## config.mk

```make
export PLATFORM = sky130hd
export DESIGN_NAME = key_autorepeat
export DESIGN_NICKNAME = d
export VERILOG_FILES = /design/src/rtl/key_autorepeat.sv
export SDC_FILE = /design/constraint.sdc
export NUM_CORES = 1
export LEC_CHECK = 0
export BUFFER_PORTS_ARGS = -buffer_cell sky130_fd_sc_hd__clkbuf_2
export CORE_ASPECT_RATIO = 1.4
export CORE_MARGIN = 4
export CORE_UTILIZATION = 40
export CTS_CLUSTER_SIZE = 25
export DETAILED_ROUTE_END_ITERATION = 12
export GPL_TIMING_DRIVEN = 0
export PLACE_DENSITY = 0.57
export SLEW_MARGIN = 20
export SYNTH_ARGS = -nofsm -noshare
export SYNTH_HDL_FRONTEND = slang
export SYNTH_SLANG_ARGS = --single-unit
```

## constraint.sdc

```tcl
create_clock -name clk -period 1.95 [get_ports clk]
set_input_delay 0.195 -clock clk [delete_from_list [all_inputs] [get_ports clk]]
set_output_delay 0.195 -clock clk [all_outputs]
set_load 0.005 [all_outputs]
```

## src/rtl/key_autorepeat.sv

```systemverilog
module key_autorepeat #(
  parameter int CLK_HZ          = 50_000_000,
  parameter int DEBOUNCE_MS     = 20,
  parameter int REPEAT_DELAY_MS = 500,
  parameter int REPEAT_RATE_MS  = 100
) (
  input  logic clk,
  input  logic rst,
  input  logic key_raw,
  output logic key_level,
  output logic key_update
);

  localparam longint TPM      = longint'(CLK_HZ) / 1000;
  localparam longint DEB_RAW  = TPM * DEBOUNCE_MS;
  localparam longint DLY_RAW  = TPM * REPEAT_DELAY_MS;
  localparam longint RATE_RAW = TPM * REPEAT_RATE_MS;
  localparam int DEB_CYC  = (DEB_RAW  < 2) ? 2 : int'(DEB_RAW);
  localparam int DLY_CYC  = (DLY_RAW  < 2) ? 2 : int'(DLY_RAW);
  localparam int RATE_CYC = (RATE_RAW < 2) ? 2 : int'(RATE_RAW);
  localparam int MAX_A    = (DEB_CYC > DLY_CYC) ? DEB_CYC : DLY_CYC;
  localparam int MAX_CYC  = (MAX_A > RATE_CYC) ? MAX_A : RATE_CYC;
  localparam int CW       = $clog2(MAX_CYC + 1);

  typedef enum logic [2:0] {
    ST_IDLE, ST_ARMING, ST_HELD, ST_REPEAT, ST_RELEASING
  } state_t;

  logic          sync_a, sync_b;
  state_t        st;
  logic [CW-1:0] cnt;

  always_ff @(posedge clk) begin
    if (rst) begin
      sync_a <= 1'b0;
      sync_b <= 1'b0;
    end else begin
      sync_a <= key_raw;
      sync_b <= sync_a;
    end
  end

  always_ff @(posedge clk) begin
    if (rst) begin
      st         <= ST_IDLE;
      cnt        <= '0;
      key_level  <= 1'b0;
      key_update <= 1'b0;
    end else begin
      key_update <= 1'b0;
      case (st)
        ST_IDLE:
          if (sync_b) begin
            st  <= ST_ARMING;
            cnt <= CW'(1);
          end
        ST_ARMING:
          if (!sync_b) begin
            st  <= ST_IDLE;
            cnt <= '0;
          end else if (cnt == CW'(DEB_CYC - 1)) begin
            st         <= ST_HELD;
            cnt        <= '0;
            key_level  <= 1'b1;
            key_update <= 1'b1;
          end else begin
            cnt <= cnt + 1'b1;
          end
        ST_HELD:
          if (!sync_b) begin
            st  <= ST_RELEASING;
            cnt <= CW'(1);
          end else if (cnt == CW'(DLY_CYC - 1)) begin
            st         <= ST_REPEAT;
            cnt        <= '0;
            key_update <= 1'b1;
          end else begin
            cnt <= cnt + 1'b1;
          end
        ST_REPEAT:
          if (!sync_b) begin
            st  <= ST_RELEASING;
            cnt <= CW'(1);
          end else if (cnt == CW'(RATE_CYC - 1)) begin
            cnt        <= '0;
            key_update <= 1'b1;
          end else begin
            cnt <= cnt + 1'b1;
          end
        ST_RELEASING:
          if (sync_b) begin
            cnt <= '0;
          end else if (cnt == CW'(DEB_CYC - 1)) begin
            st        <= ST_IDLE;
            cnt       <= '0;
            key_level <= 1'b0;
          end else begin
            cnt <= cnt + 1'b1;
          end
        default: begin
          st  <= ST_IDLE;
          cnt <= '0;
        end
      endcase
    end
  end

endmodule

```

### Word level (Yosys, flattened, before mapping)

Cells that the tools add are included.

* flip-flop bits (word level): 32
* memories: 0
* memory bits (writable): 0
* bits in latches: 0
* memory bits (read-only): 0
* word-level logic and storage cells: 56
* output and inout port bits: 2

* bitwise logic cells: 0
* multiply operators: 0
* add/sub/neg operators: 1
* equality and inequality tests: 15
* shifts and indexed selects: 0
* divide/modulo/power cells: 0
* reductions and logical operators: 4
* magnitude comparators: 0
* multiplexer cells: 30

Operators with widths (count)
* 25-bit 2-to-1 mux: 8
* 25-bit one-hot mux with 5 select lines: 1
* 25-bit by 1-bit adder with 25-bit output, second input constant: 1
* 25-bit by 20-bit == test with 1-bit output, second input constant: 1
* 25-bit by 23-bit == test with 1-bit output, second input constant: 1
* 25-bit == test, second input constant: 1
* 3-bit 2-to-1 mux: 8
* 3-bit one-hot mux with 5 select lines: 1
* 2-bit != test, second input constant: 6
* 1-bit 2-to-1 mux: 10
* 3-bit by 2-bit == test with 1-bit output, second input constant: 2
* 3-bit != test, second input constant: 2
* 6-bit AND reduction: 1
* 5-bit AND reduction: 1
* 3-bit by 1-bit == test with 1-bit output, second input constant: 1
* 3-bit == test, second input constant: 1
* 3-bit logical NOT: 1
* 1-bit one-hot mux with 3 select lines: 1
* 1-bit one-hot mux with 2 select lines: 1
* 2-bit nonzero test: 1

### Depth between registers and ports, before layout

* word-level depth: 4
* mapped depth: 8

### Least setup slack after synthesis

Ideal clock, no wire load.

* kind: reg-to-reg
* start point: register cnt[0]
* end point: register cnt[12]
* slack: -0.094 ns
* buffers on the path: 0
* arrival: 1.930 ns
* data required time: 1.836 ns
* stages on the path, launching flop included: 8
* path through: dfxtp_1 ha_1 and3_1 nand4_2 a211o_4 a21o_1 a31o_1 a21o_1

* cells in the longest elaborated chain, start to end: 4
* elaborated cells on any way between the ends: 12
* classes of those cells: 1 x add/sub; 3 x eq/ne; 8 x mux

RTL lines
* from (decl): RTL line 31 `logic [CW-1:0] cnt;`
* from (signal assigned): RTL line 67 `cnt <= cnt + 1'b1;`
* from (signal assigned): RTL line 78 `cnt <= cnt + 1'b1;`
* from (signal assigned): RTL line 88 `cnt <= cnt + 1'b1;`
* 25-bit by 1-bit adder with 25-bit output, or another cell as far along
* 25-bit 2-to-1 mux (on tied branches) (2 in series)
* 25-bit one-hot mux with 5 select lines (*): RTL line 51 `case (st)`

Mark *: on every way between the ends. The rest lies on a longest branch, timed or not.
A chain may end at the register's enable or synchronous reset.

### Worst setup path after layout

* start point: register cnt[15]
* end point: register cnt[20]

Same word-level chain as after synthesis.

==> results.txt <==
Highest Clock Rate -> 503 MHz
# port buffers -> 3
Fin nets -> 269
Initial DRT Pass Iterations -> 4
Worst Path Max Fanout -> 7
Critical path type -> flop to flop
Critical Path Start Type -> flop
GRT Util Overall -> 19.8%
Synth Area in Adders -> 0.682%
Yosys cell types -> 52
Post-synthesis simple-gate area fraction -> 35.7%
First-pass GRT wire length -> 8830 um
Clk buf depth -> 2
Minimum clock period -> 1.99 ns
Post-Syn Area per Cell -> 7.98 um2
Hold WC Path Type -> input port to flop
Routed vias/inst -> 5.98
Peak supply drop -> 0.000387 V
Area Growth Syn to Fin -> 35.0%
DR WL/cell -> 16.2 um
Number of cells on the critical path -> 7
Initial antenna violation count -> 0
IO Pins -> 5
CP cell instances -> nor4_4 -> nand3_2 -> a211o_4 -> a22oi_4 -> buf_4 -> nor3_4 -> a22o_1
Final worst slack -> -0.0369 ns
Final std cells w/o fill -> 326
Gpl congestion -> 0.883
Worst R2R End -> cnt[20]
Routed WL -> 5290 um
Die Width -> 65.3 um
Fin crit share -> 102%
Worst slew pin tran -> 0.549 ns
Crit-path slowest cell -> a211o_4
Leak -> 0.000938 uW
Worst R2R Path Depth -> 7
Largest family of logic cells by synthesized area -> simple AND/OR/NAND/NOR gates
Share of layout cells above drive strength 1 -> 35.3%
Clk_lat worst skew -> 0.29 ns
Rows -> 28
Count of final max-slew check failures -> 0
Seq/Total Area, Yosys -> 34.9%
CTS buffer count -> 5
Initial Util -> 42.3%
Worst R2R Start -> cnt[15]
Setup-failing EPs final -> 8
Number of synthesized flops with an enable pin -> 0
Num Clock Sinks -> 32
Vias in the first global route -> 1772
Max Cap Viol -> 0
Worst reg2reg setup slack -> -0.04 ns
Remaining antenna violation count -> 0
Critical path startpoint -> cnt[15]
DR vias -> 1948
Worst relative slew slack -> 63.4%
Top_reg_cell synth -> dfxtp_1
Die H -> 88.2 um
Worst endpoint required time -> 2.13 ns
Status -> complete, but fails checks
Syn Inst Count -> 230
Asr flop ratio synth -> 0%
TritonCTS clock tree -> yes
Fill count -> 418
Final Hold Fails -> 0
Largest stage delay, worst path -> 0.39 ns
Critical Path End -> cnt[20]
Failing checks -> setup timing
CP Capture Type -> flop
Mapped Area -> 1840 um2
Power per Cell Area -> 512 nW/um2
Xor-xnor portion of the synthesized cell area -> 0.954%
Family with the most delay on the worst path -> compound AO/OA/AOI/OAI gates
Mux contribution to synthesized area -> 0.545%
Cells after DPL -> 293
Net Count, Synth -> 234
Largest net degree at the start of global routing -> 13
Yosys warns -> 0
Die area -> 5750 um2
Compound-cell area share of the yosys netlist -> 22.4%
Crit path buf inv count -> 1
Remaining Overflow, GRT -> 0
CORE AREA -> 4340 um2
Unrepaired setup endpoints after global routing -> true
CP arrival -> 2.16 ns
H-tree depth -> 2
Flops & latches, synth -> 32
Worst Clk Skew -> 0.00736 ns
Root buffer cell -> clkbuf_8
DR DRC count -> 0
Clock-pin slew on the worst setup and hold paths -> 0.07 ns
Worst Hold Slack -> 0.126 ns
DR iter-0 viols -> 195
Fin util -> 57.0%
DP Wirelength -> 3370 um
Antenna cells -> 0
registers in the layout, summed over array words and instances (netlist names):
signal,count
cnt,25
key_level,1
key_update,1
st,3
sync_a,1
sync_b,1
cell type report:
class | instances | area (um2) | area share, %
plain buffers | 8 | 61.3 | 2.47
clock buffers | 8 | 90.1 | 3.64
inverters | 7 | 26.3 | 1.06
multi-input cells | 179 | 1290 | 52.0
flip-flops and latches | 32 | 683 | 27.6
well taps | 60 | 75.1 | 3.03
repair buffers | 32 | 253 | 10.2
cells in the final DEF, fill, tap and decap left out, types with 6 or more instances in the layout:
master | netlist | layout
dfxtp_1 | 32 | 12
nand3_1 | 22 | 20
nand4_1 | 11 | 11
a21oi_1 | 11 | 10
a21o_1 | 7 | 6
nor3_1 | 13 | 10
dfxtp_4 | 0 | 7
dfxtp_2 | 0 | 13
or3_1 | 6 | 6
clkbuf_8 | 0 | 6
nand2_1 | 19 | 19
o21ai_0 | 10 | 8
buf_4 | 1 | 26
inv_1 | 7 | 7
nor2_1 | 18 | 14
worst min-delay path by stage:
stage               cells after the start  slack [ns]     from     end
floorplan                               1        0.32  key_raw  sync_a
global placement                        2        0.40  key_raw  sync_a
detailed placement                      2        0.42  key_raw  sync_a
CTS                                     2        0.12  key_raw  sync_a
global route                            2        0.13  key_raw  sync_a
finish                                  2        0.13  key_raw  sync_a
cells in the mapped netlist, drive strengths merged, types with 3 or more instances:
cell type | number | area share [%]
a31o | 3 | 1.4
dfxtp | 32 | 35
inv | 7 | 1.4
a21oi | 12 | 3.5
a21o | 7 | 2.9
and4 | 4 | 1.9
nor2b | 4 | 1.4
or3 | 6 | 2.0
clkbuf | 5 | 1.0
nor4 | 7 | 3.1
nand2 | 19 | 3.9
a22o | 4 | 1.9
o21ai | 10 | 2.7
nand4 | 12 | 4.4
buf | 7 | 2.4
nand3 | 22 | 6.0
and3 | 4 | 1.4
nor2 | 18 | 3.7
o31ai | 4 | 1.6
nor3 | 13 | 3.5
through the flow:
step                total power, uW  setup TNS [ns]  setup WS (ns)  area (um2)
detailed placement              733           -4.83         -0.277        1930
CTS                            1270         -0.0684        -0.0161        2300
finish                         1270          -0.175        -0.0369        2480
global route                   1330           -1.38         -0.119        2480
floorplan                       718               0         0.0165        1840
global placement                733           -4.96         -0.301        1930
metal layers:
layer	up-vias	track usage (%)	wire, um
met3	11	4.11	156
met2	37	34.6	2760
met4	0	7.92	118
met1	958	23.6	2260
li1	942	-	-
met5	-	0	0
cell families (layout without fill, tap and decap cells):
family / count (synthesis) / count (layout)
XOR/XNOR: 2 / 2
adder cells (fa/ha/maj): 1 / 1
AO/OA/AOI/OAI: 56 / 56
AND/OR/NAND/NOR: 119 / 119
buffers and inverters: 19 / 55
multiplexers: 1 / 1
flip-flops: 32 / 32
repair_timing:
action	CTS	global route
endpoints found under the setup margin	23	27
hold endpoints to repair	0	0
hold buffers	0	0
setup buffers	20	9
pin swaps	13	15
gates resized for setup	33	34
report_power, final:
part	switching [uW]	internal, uW
sequential	5.24	649
clock	254	288
combinational	41.4	29.2
total	301	966
Power figures use the tool's default switching activity.
